--- src/rtl/pack_pkg.sv ---
package pack_pkg;

    localparam int VEC_W  = 64;
    localparam int STAT_W = VEC_W / 2;

    typedef enum logic [1:0] {
        NARROW_H2B = 2'd0,
        NARROW_W2H = 2'd1,
        NARROW_D2W = 2'd2,
        NARROW_RSV = 2'd3
    } narrow_e;

    typedef struct packed {
        logic [VEC_W-1:0]  data;
        logic [STAT_W-1:0] stat;
    } pack_out_t;

endpackage

--- src/rtl/pack_lane_sel.sv ---
module pack_lane_sel
    import pack_pkg::*;
#(
    parameter int DATA_W = 64
) (
    input  narrow_e           mode_i,
    input  logic [DATA_W-1:0] a_i,
    input  logic [DATA_W-1:0] b_i,
    output logic [DATA_W-1:0] packed_o
);

    localparam int HALF_W = DATA_W / 2;
    localparam int N_H    = DATA_W / 16;
    localparam int N_W    = DATA_W / 32;

    logic [DATA_W-1:0] h2b_d, w2h_d, d2w_d;

    always_comb begin
        h2b_d = '0;
        w2h_d = '0;
        for (int k = 0; k < N_H; k++) begin
            h2b_d[8*k +: 8]          = a_i[16*k +: 8];
            h2b_d[HALF_W + 8*k +: 8] = b_i[16*k +: 8];
        end
        for (int k = 0; k < N_W; k++) begin
            w2h_d[16*k +: 16]          = a_i[32*k +: 16];
            w2h_d[HALF_W + 16*k +: 16] = b_i[32*k +: 16];
        end
        d2w_d = {b_i[HALF_W-1:0], a_i[HALF_W-1:0]};
    end

    always_comb begin
        unique case (mode_i)
            NARROW_H2B: packed_o = h2b_d;
            NARROW_W2H: packed_o = w2h_d;
            default:    packed_o = d2w_d;
        endcase
    end

endmodule

--- src/rtl/pack_flag_gen.sv ---
module pack_flag_gen
    import pack_pkg::*;
#(
    parameter int DATA_W = 64
) (
    input  narrow_e             mode_i,
    input  logic [DATA_W-1:0]   data_i,
    output logic [DATA_W/2-1:0] stat_o
);

    localparam int N_B = DATA_W / 8;
    localparam int N_H = DATA_W / 16;
    localparam int N_W = DATA_W / 32;

    always_comb begin
        stat_o = '0;
        unique case (mode_i)
            NARROW_H2B: begin
                for (int l = 0; l < N_B; l++) begin
                    stat_o[4*l + 3] = data_i[8*l + 7];
                    stat_o[4*l + 2] = (data_i[8*l +: 8] == '0);
                end
            end
            NARROW_W2H: begin
                for (int l = 0; l < N_H; l++) begin
                    stat_o[4*(2*l + 1) + 3] = data_i[16*l + 15];
                    stat_o[4*(2*l + 1) + 2] = (data_i[16*l +: 16] == '0);
                end
            end
            default: begin
                for (int l = 0; l < N_W; l++) begin
                    stat_o[4*(4*l + 3) + 3] = data_i[32*l + 31];
                    stat_o[4*(4*l + 3) + 2] = (data_i[32*l +: 32] == '0);
                end
            end
        endcase
    end

endmodule

--- src/rtl/simd_pack_narrow.sv ---
module simd_pack_narrow
    import pack_pkg::*;
#(
    parameter bit OUT_REG = 1'b1
) (
    input  logic              clk_i,
    input  logic              rst_ni,
    input  logic [1:0]        width_sel_i,
    input  logic              signed_i,
    input  logic [VEC_W-1:0]  src_a_i,
    input  logic [VEC_W-1:0]  src_b_i,
    output logic [VEC_W-1:0]  result_o,
    output logic [STAT_W-1:0] status_o
);

    narrow_e           mode;
    logic [VEC_W-1:0]  packed_w;
    logic [STAT_W-1:0] stat_w;
    pack_out_t         out_d, out_q;

    assign mode = narrow_e'(width_sel_i);

    pack_lane_sel #(.DATA_W(VEC_W)) i_lane_sel (
        .mode_i   (mode),
        .a_i      (src_a_i),
        .b_i      (src_b_i),
        .packed_o (packed_w)
    );

    pack_flag_gen #(.DATA_W(VEC_W)) i_flag_gen (
        .mode_i (mode),
        .data_i (packed_w),
        .stat_o (stat_w)
    );

    always_comb begin
        out_d      = '0;
        out_d.data = packed_w;
        out_d.stat = stat_w;
    end

    generate
        if (OUT_REG) begin : g_reg
            always_ff @(posedge clk_i or negedge rst_ni) begin
                if (!rst_ni) out_q <= '0;
                else         out_q <= out_d;
            end
            assign result_o = out_q.data;
            assign status_o = out_q.stat;


            h2b_low_half_chk: assert property (@(posedge clk_i) disable iff (!rst_ni)
                (width_sel_i == 2'd0) |=>
                    (result_o[15:8] == $past(src_a_i[23:16]) &&
                     result_o[63:56] == $past(src_b_i[55:48])));


            w2h_place_chk: assert property (@(posedge clk_i) disable iff (!rst_ni)
                (width_sel_i == 2'd1) |=>
                    (result_o[31:16] == $past(src_a_i[47:32]) &&
                     result_o[47:32] == $past(src_b_i[15:0])));


            d2w_place_chk: assert property (@(posedge clk_i) disable iff (!rst_ni)
                (width_sel_i[1]) |=>
                    (result_o == {$past(src_b_i[31:0]), $past(src_a_i[31:0])}));


            sign_no_effect_chk: assert property (@(posedge clk_i) disable iff (!rst_ni)
                ($past(rst_ni) && signed_i != $past(signed_i) &&
                 src_a_i == $past(src_a_i) && src_b_i == $past(src_b_i) &&
                 width_sel_i == $past(width_sel_i)) |=>
                    ($stable(result_o) && $stable(status_o)));


            top_neg_flag_chk: assert property (@(posedge clk_i) disable iff (!rst_ni)
                status_o[31] == result_o[63]);


            spare_bits_zero_chk: assert property (@(posedge clk_i) disable iff (!rst_ni)
                (status_o & 32'h3333_3333) == 32'h0);
        end else begin : g_comb
            assign out_q    = out_d;
            assign result_o = out_q.data;
            assign status_o = out_q.stat;
            wire unused_ok = &{1'b0, clk_i, rst_ni, signed_i};
        end
    endgenerate

endmodule

--- config.mk ---
export PLATFORM = sky130hd
export DESIGN_NAME = simd_pack_narrow
export DESIGN_NICKNAME = d
export VERILOG_FILES = /design/src/rtl/pack_pkg.sv /design/src/rtl/pack_lane_sel.sv /design/src/rtl/pack_flag_gen.sv /design/src/rtl/simd_pack_narrow.sv
export SDC_FILE = /design/constraint.sdc
export NUM_CORES = 1
export LEC_CHECK = 0
export BUFFER_PORTS_ARGS = -buffer_cell sky130_fd_sc_hd__buf_2
export CELL_PAD_IN_SITES_DETAIL_PLACEMENT = 0
export CELL_PAD_IN_SITES_GLOBAL_PLACEMENT = 2
export CORE_MARGIN = 1.5
export CORE_UTILIZATION = 20
export DETAILED_ROUTE_END_ITERATION = 6
export GPL_TIMING_DRIVEN = 0
export PLACE_DENSITY = 0.86
export SETUP_SLACK_MARGIN = 0.15
export SLEW_MARGIN = 20
export SYNTH_ARGS = -nofsm -noshare
export SYNTH_HDL_FRONTEND = slang
export SYNTH_SLANG_ARGS = --single-unit
export TNS_END_PERCENT = 100
--- constraint.sdc ---
create_clock -name clk_i -period 0.8 [get_ports clk_i]
set_clock_uncertainty 0.05 [all_clocks]
set_input_delay 0.2 -clock clk_i [delete_from_list [all_inputs] [get_ports clk_i]]
set_output_delay 0.2 -clock clk_i [all_outputs]
set_load 0.03 [all_outputs]
==> impl_metrics.sql, run 1 <==
INSERT INTO impl_metrics (metric_group, metric, value, unit) VALUES
('clocking', 'clock_sinks', '78', ''),
('global_route', 'via_count_of_the_first_global_routing_pass', '3130', ''),
('layout', 'mostFrequentLayoutCell', 'sky130_fd_sc_hd__buf_6', ''),
('power_and_ir_drop', 'netSwitchingPower', '3.351', 'mW'),
('sta', 'hold_ws', '-0.2497', 'ns'),
('route', 'drtIter0Drc', '56', ''),
('yosys', 'netlist-cell-type-count', '23', ''),
('placed_design', 'place_congestion', '0.7104', ''),
('sta', 'finalMaxSlewViolations', '0', ''),
('yosys', 'synth-edff-count', '0', ''),
('sta', 'finalSetupViolations', '121', ''),
('global_route', 'grt_util_met1', '16.45', '%'),
('power_and_ir_drop', 'p_leak', '2.979', 'nW'),
('global_route', 'pin_count_of_the_biggest_net_entering_global_routing', '49', ''),
('yosys', 'synth-main-ff-cell', 'sky130_fd_sc_hd__dfrtp_1', ''),
('yosys', 'syn-instance-count', '275', ''),
('setup_path', 'worstSetupStartpointType', 'register', ''),
('sta', 'final_hold_vio_count', '46', ''),
('power_and_ir_drop', 'power_frac_clock', '36.6', '%'),
('route', 'postRouteAntennaNets', '0', ''),
('power_and_ir_drop', 'intPower', '8.070', 'mW'),
('clocking', 'root_buffer', 'sky130_fd_sc_hd__clkbuf_16', ''),
('die', 'die-area', '16470', 'µm²'),
('clocking', 'cts.path.max_buffers', '2', ''),
('sta', 'fmax', '801.9', 'MHz'),
('yosys', 'synth-seq-cells', '78', ''),
('setup_path', 'endpoint_type_of_the_worst_setup_path', 'output port', ''),
('sta', 'fin_tns_setup', '-31.13', 'ns'),
('global_route', 'number_of_antenna_violations_at_the_first_check_in_global_routing', '1', ''),
('die', 'initial_core_util', '20.59', '%'),
('yosys', 'proportion_of_register_bits_with_asynchronous_set_or_reset_after_synthesis', '100.0', '%'),
('global_route', 'globalRouteMet3Util', '4.906', '%'),
('sta', 'setup_slack', '-0.4470', 'ns'),
('clocking', 'tritoncts', 'yes', ''),
('die', 'die_height', '128.3', 'µm'),
('status', 'status', 'complete, but fails checks', ''),
('setup_path', 'worstPathMaxFanout', '2', ''),
('die', 'pin_count', '229', ''),
('layout', 'share_of_final_layout_standard_cells_stronger_than_drive_strength_1', '81.39', '%'),
('power_and_ir_drop', 'switching_share', '29.34', '%'),
('route', 'drt_pre_antenna_iters', '4', ''),
('global_route', 'combined_global_route_utilization_of_all_metal_layers', '14.24', '%'),
('yosys', 'syn_avg_cell_area', '11.42', 'µm²'),
('power_and_ir_drop', 'combinational_share_of_power', '25.1', '%'),
('placed_design', 'dp.final_hpwl', '8556', 'µm'),
('sta', 'finalWorstPathRequiredPeriod', '1.247', 'ns'),
('die', 'die_x', '128.3', 'µm'),
('placed_design', 'port_buffers', '194', ''),
('route', 'routed_via_density', '4.009', ''),
('yosys', 'synthesis.yosys.warnings', '0', ''),
('sta', 'fin_crit_sh', '155.9', '%'),
('flow_run', 'cap_violations', '0', ''),
('setup_path', 'cp.arrival', '1.00', 'ns'),
('min_path', 'hold_path_class', 'in2async', ''),
('placed_design', 'post_dp_cell_area', '4697', 'µm²'),
('global_route', 'grt_first_pass_wirelength', '17120', 'µm'),
('setup_path', 'path_class', 'reg2out', ''),
('power_and_ir_drop', 'power_per_standard_cell_area', '1776', 'nW/µm²'),
('yosys', 'synth-seq-area-share', '62.13', '%'),
('route', 'post-route-drc-count', '0', ''),
('sta', 'rsz0062_at_grt', 'true', ''),
('route', 'vias', '2979', ''),
('clocking', 'cts_buffers', '9', ''),
('layout', 'layout.cell_area.non_filler', '6431', 'µm²'),
('layout', 'antenna_cells', '0', ''),
('global_route', 'globalRoute.busiestLayer', 'met2', ''),
('layout', 'final_core_util', '42.15', '%'),
('route', 'routedWlPerCell', '15.69', 'µm'),
('layout', 'most-common-layout-cells', '103 x sky130_fd_sc_hd__buf_6, 101 x sky130_fd_sc_hd__buf_2, 76 x sky130_fd_sc_hd__dfrtp_2', ''),
('global_route', 'global_route.usage.met2', '24.92', '%'),
('clocking', 'clkTransAtPathRegs', '0.07', 'ns'),
('layout', 'area.growth.synth_to_final', '104.7', '%'),
('die', 'floorplan.core_area', '15260', 'µm²'),
('setup_path', 'worst-endpoint-required', '0.55', 'ns'),
('status', 'failed_checks', 'hold timing, setup timing', ''),
('power_and_ir_drop', 'ir_drop', '0.8865', 'mV'),
('route', 'wl', '11660', 'µm'),
('global_route', 'grt-ovfl-total', '0', ''),
('yosys', 'synth_area', '3142', 'µm²'),
('power_and_ir_drop', 'p_seq_share', '38.2', '%'),
('die', 'placement_rows', '45', ''),
('setup_path', 'setup.worst_path.start', 'status_o[31]', ''),
('clocking', 'htree_levels', '3', ''),
('layout', 'nNetsFinal', '660', '');
==> state kept, by name, indices dropped and copies added, names as in the netlist <==
register,count
result_o,63
status_o,15
==> metal layers <==
layer	vias to the layer above	share of wire (%)
li1	1405	-
met1	1400	39
met2	157	50
met3	13	9.3
met4	4	1.5
met5	-	0.20
==> synthesized netlist by cell type, drive strengths merged, types with 4 or more instances <==
| library cell | instances | area [µm²] |
|---|---|---|
| and2 | 4 | 25.02 |
| mux2 | 16 | 180.2 |
| buf | 27 | 204.0 |
| nor2 | 9 | 33.78 |
| nand2 | 70 | 262.8 |
| mux2i | 18 | 180.2 |
| dfrtp | 78 | 1952 |
| o21ai | 16 | 80.08 |
| clkbuf | 4 | 15.01 |
| nor4 | 18 | 112.6 |
==> cell type report <==
| class | count | area [µm²] |
|---|---|---|
| Clock inverter | 7 | 82.58 |
| Sequential cell | 78 | 2047 |
| Buffer | 31 | 371.6 |
| Tap cell | 211 | 264.0 |
| Multi-Input combinational cell | 181 | 1475 |
| Clock buffer | 9 | 225.2 |
| Fill cell | 1470 | 8827 |
| Timing Repair Buffer | 226 | 1966 |
==> worst max path at each step <==
stage,end,cells past startpoint
after floorplan,status_o[14],6
after global placement,result_o[29],1
after detailed placement,status_o[30],6
after CTS,status_o[31],2
after global routing,status_o[15],2
final,status_o[31],2
==> logic make-up (layout without fill, tap and decap cells) <==
kind of cell | after synthesis | count (layout) | synth area share, %
and+or+nand+nor | 109 | 109 | 15.41
DFF | 78 | 78 | 62.13
muxes | 34 | 34 | 11.47
buffers and inverters | 31 | 273 | 6.969
AOI/OAI and AO/OA | 22 | 22 | 3.903
other | 1 | 16 | 0.1194
==> worst max-delay path: stages, from the launching register on <==
cell	delay, ns
sky130_fd_sc_hd__dfrtp_2	0.42
sky130_fd_sc_hd__buf_6	0.12
sky130_fd_sc_hd__buf_6	0.12
==> metrics by stage <==
stage | cells | total power, mW | setup slack [ns]
2_1_floorplan | 290 | 5.583 | -0.4042
3_3_place_gp | 695 | 6.397 | -1.202
3_5_place_dp | 696 | 6.444 | -0.8516
4_1_cts | 738 | 11.47 | -0.4695
5_1_grt | 743 | 11.93 | -0.4821
6_report | 743 | 11.42 | -0.4470
==> power by group through the flow <==
stage	Sequential (mW)	Clock, mW	Combinational, mW
CTS	4.37	4.34	2.76
global route	4.39	4.49	3.05
detailed placement	4.38	0	2.07
finish	4.37	4.18	2.87
floorplan	4.92	0	0.662
global placement	4.37	0	2.03
==> repair_timing <==
| action | in CTS | in global routing |
|---|---|---|
| hold endpoints to repair | 47 | 46 |
| pin swaps | 37 | 30 |
| setup buffers | 22 | 4 |
| cloned | 4 | 1 |
| gates resized for setup | 254 | 44 |
| endpoints found under the setup margin | 139 | 137 |
Note: power is estimated with default switching activity, not from simulation.
==> inputs of run 2 (changes only) <==
--- a/config.mk
+++ b/config.mk
@@ -11,7 +11,6 @@
 export CORE_MARGIN = 1.5
 export CORE_UTILIZATION = 20
 export DETAILED_ROUTE_END_ITERATION = 6
-export GPL_TIMING_DRIVEN = 0
 export PLACE_DENSITY = 0.86
 export SETUP_SLACK_MARGIN = 0.15
 export SLEW_MARGIN = 20
==> run 2 against run 1 <==
Against the previous run:
- the flow still finishes with violations (hold timing, setup timing)
- final cell count rose by 5.5%
- count of clock-buffer cells in the layout did not move
- non-clock buffer count rose by 40
- critical path depth fell by 1
- die area did not move
- flip-flop and latch count did not move
- sequential share of layout area fell by 2.8 points
- worst setup slack improved by 0.079 ns
- hold slack got worse by 0.086 ns
- power rose by 3.2%
- global-route usage rose by 0.91 points
- maximum frequency rose by 6.8%
==> impl_metrics.sql, run 2 (synthesis gave the netlist of run 1 again) <==
INSERT INTO impl_metrics (metric_group, metric, value, unit) VALUES
('die', 'placement_rows', '45', ''),
('clocking', 'clock_sinks', '78', ''),
('sta', 'fin_tns_setup', '-28.30', 'ns'),
('global_route', 'grt-ovfl-total', '0', ''),
('layout', 'seq_area', '2047', 'µm²'),
('sta', 'final_hold_vio_count', '85', ''),
('die', 'initial_core_util', '20.59', '%'),
('setup_path', 'worstPathBufferInverterCount', '1', ''),
('setup_path', 'critical-path-slowest-cell', 'sky130_fd_sc_hd__dfrtp_2', ''),
('setup_path', 'path_class', 'reg2out', ''),
('layout', 'n_fill_cell', '1350', ''),
('clocking', 'cts_buffers', '9', ''),
('route', 'postRouteAntennaNets', '0', ''),
('layout', 'nNetsFinal', '701', ''),
('power_and_ir_drop', 'ir_drop', '1.100', 'mV'),
('setup_path', 'worstSetupStartpointType', 'register', ''),
('sta', 'rsz0062_at_grt', 'true', ''),
('clocking', 'cts.path.max_buffers', '2', ''),
('power_and_ir_drop', 'netSwitchingPower', '3.520', 'mW'),
('placed_design', 'dp.final_hpwl', '8430', 'µm'),
('clocking', 'tritoncts', 'yes', ''),
('setup_path', 'timing.critical_path.cells', 'buf_6', ''),
('power_and_ir_drop', 'combinational_share_of_power', '26.9', '%'),
('setup_path', 'cpPeakStageDelay', '0.43', 'ns'),
('route', 'drtIter0Drc', '87', ''),
('status', 'status', 'complete, but fails checks', ''),
('setup_path', 'worst-endpoint-required', '0.55', 'ns'),
('setup_path', 'cp.arrival', '0.92', 'ns'),
('setup_path', 'critical-path-top-delay-family', 'flip-flops', ''),
('sta', 'hold_ws', '-0.3357', 'ns'),
('power_and_ir_drop', 'p_seq_share', '37.1', '%'),
('flow_run', 'cap_violations', '0', ''),
('placed_design', 'port_buffers', '195', ''),
('route', 'wl', '12450', 'µm'),
('status', 'failed_checks', 'hold timing, setup timing', ''),
('sta', 'finalSetupViolations', '109', ''),
('die', 'die-area', '16470', 'µm²'),
('placed_design', 'dp.cells', '740', ''),
('power_and_ir_drop', 'switching_share', '29.87', '%'),
('layout', 'share_of_final_layout_standard_cells_stronger_than_drive_strength_1', '85.34', '%'),
('layout', 'area_of_the_multi_input_gates', '1689', 'µm²'),
('layout', 'antenna_cells', '0', ''),
('die', 'pin_count', '229', ''),
('sta', 'finalMaxSlewViolations', '0', ''),
('layout', 'area.growth.synth_to_final', '124.7', '%'),
('route', 'drt_pre_antenna_iters', '4', ''),
('sta', 'finalWorstPathRequiredPeriod', '1.168', 'ns'),
('clocking', 'clkTransAtPathRegs', '0.06', 'ns'),
('global_route', 'via_count_of_the_first_global_routing_pass', '3429', ''),
('global_route', 'combined_global_route_utilization_of_all_metal_layers', '15.15', '%'),
('setup_path', 'worstPathMaxFanout', '2', ''),
('layout', 'mostFrequentLayoutCell', 'sky130_fd_sc_hd__buf_6', ''),
('sta', 'setup_slack', '-0.3681', 'ns'),
('clocking', 'htree_levels', '3', ''),
('layout', 'largest_register_ffs', '63', ''),
('route', 'vias', '3174', ''),
('layout', 'final_core_util', '46.27', '%'),
('route', 'routedWlPerCell', '15.88', 'µm'),
('layout', 'fin_cells', '784', ''),
('setup_path', 'endpoint_type_of_the_worst_setup_path', 'output port', ''),
('die', 'floorplan.core_area', '15260', 'µm²'),
('layout', 'most-common-layout-cells', '104 x sky130_fd_sc_hd__buf_6, 94 x sky130_fd_sc_hd__buf_2, 76 x sky130_fd_sc_hd__dfrtp_2', ''),
('min_path', 'hold_path_class', 'in2async', ''),
('global_route', 'grt_first_pass_wirelength', '18330', 'µm'),
('sta', 'fin_crit_sh', '146.0', '%'),
('placed_design', 'place_congestion', '0.7837', ''),
('route', 'post-route-drc-count', '0', ''),
('clocking', 'root_buffer', 'sky130_fd_sc_hd__clkbuf_16', ''),
('power_and_ir_drop', 'power_frac_clock', '36.1', '%'),
('power_and_ir_drop', 'power_per_standard_cell_area', '1669', 'nW/µm²'),
('global_route', 'pin_count_of_the_biggest_net_entering_global_routing', '31', ''),
('global_route', 'number_of_antenna_violations_at_the_first_check_in_global_routing', '1', ''),
('placed_design', 'dpl_worst_slack', '-0.9269', 'ns'),
('die', 'die_x', '128.3', 'µm'),
('sta', 'fmax', '856.1', 'MHz'),
('die', 'die_height', '128.3', 'µm'),
('power_and_ir_drop', 'intPower', '8.262', 'mW'),
('power_and_ir_drop', 'p_leak', '3.383', 'nW'),
('route', 'routed_via_density', '4.048', '');
run 2: power by group through the flow:
stage	Clock (mW)	Sequential (mW)	Combinational, mW
detailed placement	0	4.37	2.18
global route	4.52	4.39	3.35
global placement	0	4.37	2.16
floorplan	0	4.92	0.662
CTS	4.36	4.37	2.99
finish	4.25	4.37	3.16
run 2: final timing paths:
check | startpoint | endpoint | slack [ns] | cells past startpoint
worst max-delay path | status_o[31] | status_o[31] | -0.37 | 1
worst min-delay path | rst_ni | result_o[53] | -0.34 | 1
max in group asynchronous | rst_ni | result_o[59] | 0.58 | 2
min in group clk_i | src_b_i[4] | result_o[36] | -0.08 | 1
run 2: cell type report:
class / count / area share (%)
timing repair buffer: 297 / 39.02
sequential: 78 / 28.99
multi-input combinational: 182 / 23.92
tap: 211 / 3.739
clock buffer: 9 / 3.190
clock inverter: 7 / 1.134
run 2: routing by layer:
metal  global-route usage [%]  wire, µm
met5                        0        16
met4                    5.023       151
met3                    5.489       997
met2                    25.30      6120
met1                    18.20      5166
run 2: repair_timing:
item,in CTS,in global routing
pin swaps,57,48
hold buffers,4,1
setup buffers,12,4
setup endpoints to repair,141,139
cloned,6,1
gates resized for setup,294,76
endpoints found under the hold margin,91,86
run 2: metrics by stage:
step | power (mW) | cell area, µm² | hold slack, ns
after floorplan | 5.583 | 3432 | -0.1456
after global placement | 6.528 | 4999 | 0.02525
after detailed placement | 6.557 | 4999 | 0.02876
after CTS | 11.72 | 6709 | -0.3521
after global routing | 12.26 | 7061 | -0.3468
final | 11.78 | 7061 | -0.3357
